<file path="config.mk">
export PLATFORM = sky130hd
export DESIGN_NAME = nic_irq_coalescer
export DESIGN_NICKNAME = d
export VERILOG_FILES = /design/src/rtl/nic_irq_pkg.sv /design/src/rtl/nic_irq_hyst.sv /design/src/rtl/nic_irq_status.sv /design/src/rtl/nic_irq_timer.sv /design/src/rtl/nic_irq_coalescer.sv
export SDC_FILE = /design/constraint.sdc
export NUM_CORES = 1
export LEC_CHECK = 0
export BUFFER_PORTS_ARGS = -buffer_cell sky130_fd_sc_hd__buf_2
export CORE_MARGIN = 2
export CORE_UTILIZATION = 49
export CTS_CLUSTER_SIZE = 10
export DETAILED_ROUTE_END_ITERATION = 10
export PLACE_DENSITY_LB_ADDON = 0.15
export SYNTH_ARGS = -nofsm -noshare
export SYNTH_HDL_FRONTEND = slang
export SYNTH_SLANG_ARGS = --single-unit
</file>
<file path="constraint.sdc">
create_clock -name clk -period 2.15 [get_ports clk]
set_input_delay 0.1075 -clock clk [delete_from_list [all_inputs] [get_ports clk]]
set_output_delay 0.1075 -clock clk [all_outputs]
set_load 0.02 [all_outputs]
</file>
<file path="src/rtl/nic_irq_pkg.sv">
package nic_irq_pkg;
  localparam int unsigned NUM_CAUSES = 8;
  typedef logic [NUM_CAUSES-1:0] cause_vec_t;

  localparam int unsigned CAUSE_RX_PACKET = 0;
  localparam int unsigned CAUSE_RX_DMA    = 1;
  localparam int unsigned CAUSE_RX_EMPTY  = 2;
  localparam int unsigned CAUSE_RX_HIGH   = 3;
  localparam int unsigned CAUSE_TX_PACKET = 4;
  localparam int unsigned CAUSE_TX_DMA    = 5;
  localparam int unsigned CAUSE_TX_FULL   = 6;
  localparam int unsigned CAUSE_TX_LOW    = 7;

  // causes that bypass coalescing
  localparam cause_vec_t URGENT_MASK = 8'hcc;
  // causes accepted only while their arming flag is set
  localparam cause_vec_t GATED_MASK  = 8'h88;
endpackage

</file>
<file path="src/rtl/nic_irq_hyst.sv">
module nic_irq_hyst (
  input  logic clk,
  input  logic rst_n,
  input  logic arm_i,
  input  logic consume_i,
  output logic armed_o
);
  logic armed_q, armed_n;

  // arming wins over a same-cycle consume
  always_comb begin
    armed_n = armed_q;
    if (consume_i) armed_n = 1'b0;
    if (arm_i)     armed_n = 1'b1;
  end

  always_ff @(posedge clk or negedge rst_n) begin
    if (!rst_n) armed_q <= 1'b0;
    else        armed_q <= armed_n;
  end

  assign armed_o = armed_q;
endmodule

</file>
<file path="src/rtl/nic_irq_status.sv">
module nic_irq_status
  import nic_irq_pkg::*;
#(
  parameter cause_vec_t GATE_MASK = GATED_MASK
) (
  input  logic       clk,
  input  logic       rst_n,
  input  cause_vec_t evt_i,
  input  cause_vec_t allow_i,
  input  cause_vec_t clr_i,
  output cause_vec_t set_o,
  output cause_vec_t status_o
);
  cause_vec_t set_w, stat_q, stat_n;

  for (genvar i = 0; i < NUM_CAUSES; i++) begin : g_bit
    if (GATE_MASK[i]) begin : g_gated
      assign set_w[i] = evt_i[i] & allow_i[i];
    end else begin : g_free
      assign set_w[i] = evt_i[i] & (allow_i[i] | 1'b1);
    end
  end

  // set has priority over clear
  always_comb begin
    stat_n = (stat_q & ~clr_i) | set_w;
  end

  always_ff @(posedge clk or negedge rst_n) begin
    if (!rst_n) stat_q <= '0;
    else        stat_q <= stat_n;
  end

  assign set_o    = set_w;
  assign status_o = stat_q;
endmodule

</file>
<file path="src/rtl/nic_irq_timer.sv">
module nic_irq_timer #(
  parameter int unsigned CNT_W = 16
) (
  input  logic             clk,
  input  logic             rst_n,
  input  logic             pend_any_i,
  input  logic             pend_slow_i,
  input  logic [CNT_W-1:0] delay_i,
  output logic             elapsed_o
);
  localparam logic [CNT_W-1:0] CNT_ONE = CNT_W'(1);

  logic             run_q, run_n;
  logic             done_q, done_n;
  logic [CNT_W-1:0] cnt_q, cnt_n;

  always_comb begin
    run_n  = run_q;
    done_n = done_q;
    cnt_n  = cnt_q;
    if (!pend_any_i) begin
      run_n  = 1'b0;
      done_n = 1'b0;
      cnt_n  = '0;
    end else if (!done_q) begin
      if (!run_q) begin
        if (pend_slow_i) begin
          if (delay_i == '0) begin
            done_n = 1'b1;
          end else begin
            run_n = 1'b1;
            cnt_n = delay_i;
          end
        end
      end else if (cnt_q <= CNT_ONE) begin
        run_n  = 1'b0;
        done_n = 1'b1;
      end else begin
        cnt_n = cnt_q - CNT_ONE;
      end
    end
  end

  always_ff @(posedge clk or negedge rst_n) begin
    if (!rst_n) begin
      run_q  <= 1'b0;
      done_q <= 1'b0;
      cnt_q  <= '0;
    end else begin
      run_q  <= run_n;
      done_q <= done_n;
      cnt_q  <= cnt_n;
    end
  end

  assign elapsed_o = done_q;
endmodule

</file>
<file path="src/rtl/nic_irq_coalescer.sv">
module nic_irq_coalescer
  import nic_irq_pkg::*;
#(
  parameter int unsigned CNT_W     = 16,
  parameter int unsigned RST_DELAY = 8
) (
  input  logic             clk,
  input  logic             rst_n,
  input  logic [7:0]       evt_i,
  input  logic             rx_empty_hit_i,
  input  logic             tx_full_hit_i,
  input  logic [7:0]       mask_i,
  input  logic             irq_en_i,
  input  logic [7:0]       clr_i,
  input  logic             delay_ld_i,
  input  logic [CNT_W-1:0] delay_val_i,
  output logic             irq_o
);
  localparam logic [CNT_W-1:0] DELAY_INIT = CNT_W'(RST_DELAY);

  cause_vec_t       evt_all, allow, accepted, cause_q, pend;
  logic             rx_armed, tx_armed;
  logic             pend_fast, pend_slow, pend_any, elapsed;
  logic [CNT_W-1:0] delay_q, delay_n;

  // merge FIFO-extreme pulses into their status bits
  always_comb begin
    evt_all                 = evt_i;
    evt_all[CAUSE_RX_EMPTY] = evt_i[CAUSE_RX_EMPTY] | rx_empty_hit_i;
    evt_all[CAUSE_TX_FULL]  = evt_i[CAUSE_TX_FULL]  | tx_full_hit_i;
  end

  always_comb begin
    allow                = '0;
    allow[CAUSE_RX_HIGH] = rx_armed;
    allow[CAUSE_TX_LOW]  = tx_armed;
  end

  nic_irq_hyst u_rx_hyst (
    .clk       (clk),
    .rst_n     (rst_n),
    .arm_i     (rx_empty_hit_i),
    .consume_i (accepted[CAUSE_RX_HIGH]),
    .armed_o   (rx_armed)
  );

  nic_irq_hyst u_tx_hyst (
    .clk       (clk),
    .rst_n     (rst_n),
    .arm_i     (tx_full_hit_i),
    .consume_i (accepted[CAUSE_TX_LOW]),
    .armed_o   (tx_armed)
  );

  nic_irq_status #(.GATE_MASK(GATED_MASK)) u_status (
    .clk      (clk),
    .rst_n    (rst_n),
    .evt_i    (evt_all),
    .allow_i  (allow),
    .clr_i    (clr_i),
    .set_o    (accepted),
    .status_o (cause_q)
  );

  // coalescing delay register
  always_comb begin
    delay_n = delay_q;
    if (delay_ld_i) delay_n = delay_val_i;
  end

  always_ff @(posedge clk or negedge rst_n) begin
    if (!rst_n) delay_q <= DELAY_INIT;
    else        delay_q <= delay_n;
  end

  assign pend      = cause_q & mask_i & {NUM_CAUSES{irq_en_i}};
  assign pend_fast = |(pend & URGENT_MASK);
  assign pend_slow = |(pend & ~URGENT_MASK);
  assign pend_any  = |pend;

  nic_irq_timer #(.CNT_W(CNT_W)) u_timer (
    .clk         (clk),
    .rst_n       (rst_n),
    .pend_any_i  (pend_any),
    .pend_slow_i (pend_slow),
    .delay_i     (delay_q),
    .elapsed_o   (elapsed)
  );

  assign irq_o = pend_fast | (elapsed & pend_any);
endmodule

</file>
## Word-level counts from Yosys, hierarchy flattened

Index checks and enable logic that the tools add are counted.

| storage, ports and cells | value |
|---|---|
| register bits | 44 |
| logic and storage cells | 53 |
| bits of input ports | 46 |
| output and inout bits | 1 |

| cells by class | value |
|---|---|
| reductions and logical operators | 7 |
| mux-type cells | 22 |
| add/sub/neg operators | 1 |
| equal/unequal tests | 4 |
| $lt $le $gt $ge | 1 |
| bitwise logic cells | 11 |

Operator list:

| cell | count |
|---|---|
| $mux W16 | 6 |
| $and A8 B8 Y8 | 3 |
| $le A16 B1 Y1 const B | 1 |
| $logic_not A16 Y1 | 1 |
| $mux W1 | 16 |
| $sub A16 B1 Y16 const B | 1 |
| $not A8 Y8 | 1 |
| $or A8 B8 Y8 | 1 |
| $reduce_or A4 Y1 | 2 |
| $reduce_or A8 Y1 | 1 |
| $ne A3 B2 Y1 const B | 2 |
| $reduce_and A4 Y1 | 1 |
| $reduce_bool A2 Y1 | 2 |
| $and A1 B1 Y1 | 3 |
| $ne A3 B3 Y1 const B | 1 |
| $or A1 B1 Y1 | 3 |
| $ne A2 B2 Y1 const B | 1 |

## Longest topological paths before layout

| logic depth | value |
|---|---|
| word-level depth | 7 |
| mapped depth | 10 |
| mapped depth without buffers | 7 |

## By module

From an unflattened synthesis, not the netlist that was laid out.

| second synthesis, totals | value |
|---|---|
| cells, all modules | 236 |
| area total of the unflattened synthesis | 2,519.9 µm² |

By module, submodules not included:

| module | cells an instance | times used | area each (µm²) |
|---|---|---|---|
| nic_irq_timer | 151 | 1 | 1,361.3 |
| nic_irq_coalescer | 47 | 1 | 733.2 |
| nic_irq_status | 32 | 1 | 352.8 |
| nic_irq_hyst | 3 | 2 | 36.3 |

## Worst setup path after synthesis

No wires, ideal clock.

| timing | value |
|---|---|
| path type | register to register |
| from | reg u_timer.cnt_q[0] |
| to | reg u_timer.cnt_q[15] |
| data arrival time | 1.934 ns |
| setup time | 0.071 ns |
| cell stages (with the launch flop) | 9 |
| required time | 2.079 ns |
| path slack | 0.145 ns |
| cells stage by stage | dfrtp_1 -> inv_1 -> ha_1 -> o21ai_0 -> o31ai_2 -> or2_1 -> buf_6 -> or4_1 -> nand4_1 |

| between the ends | value |
|---|---|
| longest elaborated chain between the ends | 5 |

Ends and longest elaborated chain:

| item | RTL line | source |
|---|---|---|
| from (decl) | nic_irq_timer.sv:15 | `logic [CNT_W-1:0] cnt_q, cnt_n;` |
| from (signal assigned) | nic_irq_timer.sv:52 | `cnt_q <= cnt_n;` |
| $sub A16 B1 Y16 | nic_irq_timer.sv:39 | `cnt_n = cnt_q - CNT_ONE;` |
| $mux W16 | nic_irq_timer.sv:35 | `end else if (cnt_q <= CNT_ONE) begin` |
| $mux W16 | nic_irq_timer.sv:26 | `if (!run_q) begin` |
| $mux W16 | nic_irq_timer.sv:25 | `end else if (!done_q) begin` |
| $mux W16 | nic_irq_timer.sv:21 | `if (!pend_any_i) begin` |

Several ways; a longest one is shown, not always the timed one. The select of a mux whose other input is x is not followed.
A chain may end at the register's enable or synchronous reset.

## Worst setup path in the final report

Ends and elaborated chain as after synthesis.

==> results.toml <==
[job]
maxCapViolCount = 0

[sta]
setup_viol = 0
timing.fmax_mhz = 488
rsz0062_at_grt = "false"
fin_crit_sh_pct = 95.2
tightest_slew_ns = 0.470
maxSlewViolCount = 0
min_period_ns = 2.05
slew_headroom_pct = 68.7
final_hold_viol_count = 0
fin_setup_tns_ns = 0
fin_worst_skew_ns = 0.00304
worst_slack_ns = 0.102

[critical_path]
rrSetupSlack_ns = 0.10
cp.required_ns = 2.38
path_max_fanout = 13
crit_arrival_ns = 2.27
crit_path_start_kind = "flip-flop"
critPathTopFamily = "simple AND/OR/NAND/NOR gates"
slowest_delay_ns = 0.53
path_class = "reg -> reg"
critPathCaptureType = "flip-flop"
critPathBufInv = 1
cp_slowest_cell = "or4_1"
path_cells = "inv_1 -> ha_1 -> o21ai_0 -> o31ai_2 -> or2_4 -> or4_1 -> nand4_1"

[die]
fp.dieArea_mm2 = 0.00533
rows = 25
fp.dieH_um = 73.0
io_pins = 47
die_w_um = 73.0
core_mm2 = 0.00466
initial_core_util_pct = 50.1

[place]
dp.final_hpwl_um = 4200
dp_worst_setup_slack_ns = 0.0218
placedCellCount = 352
placed_area_mm2 = 0.00274
port_buffers = 46
gp_congestion = 0.917

[clocking]
cts_root_buf = "clkbuf_8"
cts.sinks = 44
numCtsBuffers = 5
clockBufferDepth = 2
cts.htree.levels = 2
path_clk_slew_ns = 0.08
worst_skew_pair.late_latency_ns = 0.29
cts_tree = "yes"

[power]
power.density_mw_per_mm2 = 806
peakVddDrop_mv = 0.464
p_leak_nw = 1.37
power_mw = 2.38

[detailed_routing]
wl_per_cell_um = 15.6
final_antenna_net_count = 0
vias_per_cell = 5.68
drt-total-wl_um = 5780
drcViolationCount = 0
first_pass_iters = 4
vias = 2100
first_iter_violations = 125

[cells_and_area]
fin_cells = 370
area_growth_pct = 26.6
layout.nets = 363
final_cell_area_mm2 = 0.00296
diodes = 0
drive_gt1_share_pct = 32.9

[worst_hold_path]
hp-class = "in -> reg"

[grt]
grt_max_degree = 24
grt_first_pass_wirelength_um = 9430
grt_remaining_overflow = 0
grtUsageTotal_pct = 23.3
antenna_found_initial = 0
grt_pass1_vias = 2042

[yosys]
ys_types = 46
syn_nets = 287
ys_seq_area_share_pct = 47.2
synth_top_cell_by_area = "dfrtp_1"
yosys.area.top_type_share_pct = 46.1
avgSynthCellArea_um2 = 9.77
synth_edf_count = 0
ys_ff_latch = 44
synth_area_leaders = "dfrtp_1, mux2_2, nand2_1"
synthCells = 239
ys.flop_type = "dfrtp_1"
async_flop_share_pct = 100
yosysWarnings = 0
netlist_area_mm2 = 0.00233

[status]
status = "completed"
routing by layer:
layer / GRT usage, % / vias to the layer above / share of wire (%)
li1: - / 1008 / -
met1: 31.5 / 1018 / 44
met2: 37.6 / 66 / 49
met3: 3.04 / 8 / 5.3
met4: 9.88 / 0 / 1.6
met5: 0 / - / 0
per-stage QoR:
| stage | hold WS (ns) | util [%] |
|---|---|---|
| finish | 0.00906 | 63.4 |
| global route | 0.00396 | 63.4 |
| CTS | 0.00285 | 63.0 |
| detailed placement | -0.00343 | 58.7 |
| global placement | -0.00365 | 58.7 |
| floorplan | -0.188 | - |
synthesized netlist by cell type (2+ instances only):
| cell | instances |
|---|---|
| mux2i_1 | 5 |
| a21oi_1 | 13 |
| clkbuf_1 | 6 |
| nor3_2 | 2 |
| o211ai_1 | 2 |
| nand2b_1 | 4 |
| buf_6 | 3 |
| nand2_1 | 27 |
| nand4_1 | 5 |
| mux2_2 | 14 |
| nor4_1 | 6 |
| and2_1 | 4 |
| o21ai_0 | 10 |
| o22ai_1 | 3 |
| nor2b_1 | 6 |
| ha_1 | 2 |
| o32ai_1 | 8 |
| dfrtp_1 | 43 |
| or3b_2 | 3 |
| a31oi_1 | 5 |
| nor3_1 | 3 |
| a22oi_1 | 2 |
| inv_1 | 16 |
| a21o_1 | 6 |
| or3_1 | 4 |
| nor2_1 | 11 |
| nand3_1 | 7 |
report_power, final:
group / total, mW / switching, mW / internal (mW) / leakage, nW
clock: 0.618 / 0.273 / 0.345 / 0.0552
combinational: 0.751 / 0.399 / 0.352 / 0.785
sequential: 1.01 / 0.0854 / 0.928 / 0.532
total: 2.38 / 0.758 / 1.62 / 1.37
final cells by class:
type	count	area (µm²)
Clock inverter	2	35.0
Fill cell	381	1710
Tap cell	54	67.6
Multi-Input combinational cell	167	1100
Sequential cell	44	1100
Clock buffer	6	72.6
Inverter	16	60.1
Timing Repair Buffer	81	515
sequential cells by signal, indices dropped and copies added (netlist names):
signal	flops
u_tx_hyst.armed_o	1
u_timer.elapsed_o	1
u_rx_hyst.armed_o	1
u_timer.run_q	1
u_status.status_o	8
delay_q	16
u_timer.cnt_q	16
placed cells by master (no fill, tap or decap), types with 2 or more instances in the layout:
cell type       n
o32ai_1         8
mux2_2         14
ha_1            2
nand2b_1        4
or3b_2          3
nand4_1         5
nor3_1          3
clkbuf_8        5
o211ai_1        2
mux2i_1         5
a31oi_1         5
and2_1          4
inv_1          16
buf_2          46
or3_1           4
buf_4          26
dlygate4sd3_1   9
nor2b_1         6
a21o_1          6
a22oi_1         2
nor2_1         11
a21oi_1        13
nand3_1         7
nand2_1        27
o22ai_1         3
dfrtp_1        43
nor4_1          5
o21ai_0        10
what timing repair did:
action,4_1_cts,5_1_grt
hold buffers,9,0
endpoints found under the hold margin,18,0
cloned,0,0
buffers inserted,0,1
pin swaps,0,0
gates resized for setup,1,2
endpoints found under the setup margin,1,2
worst min-delay path, cell delays in order:
cell	delay [ns]
buf_2	0.07
nor2_1	0.03
o21ai_0	0.05
cells by family (layout without fill, tap and decap cells):
family | after synthesis | in the layout | synth area share, %
DFF | 44 | 44 | 47.2
muxes | 19 | 19 | 8.90
buffers and inverters | 28 | 105 | 6.22
adders and majority gates | 2 | 2 | 1.07
and+or+nand+nor | 87 | 87 | 19.6
AOI/OAI and AO/OA | 59 | 59 | 17.0
worst paths after layout:
kind / cells past startpoint / startpoint / endpoint
worst min-delay path: 3 / evt_i[2] / u_status.status_o[2]
worst max-delay path: 7 / u_timer.cnt_q[0] / u_timer.cnt_q[15]
worst max register to register: 7 / u_timer.cnt_q[0] / u_timer.cnt_q[15]
worst min register to register: 1 / u_status.status_o[5] / u_status.status_o[5]
max in group asynchronous: 3 / rst_n / delay_q[3]
min in group asynchronous: 2 / rst_n / u_timer.cnt_q[14]
Power figures use the tool's default switching activity.
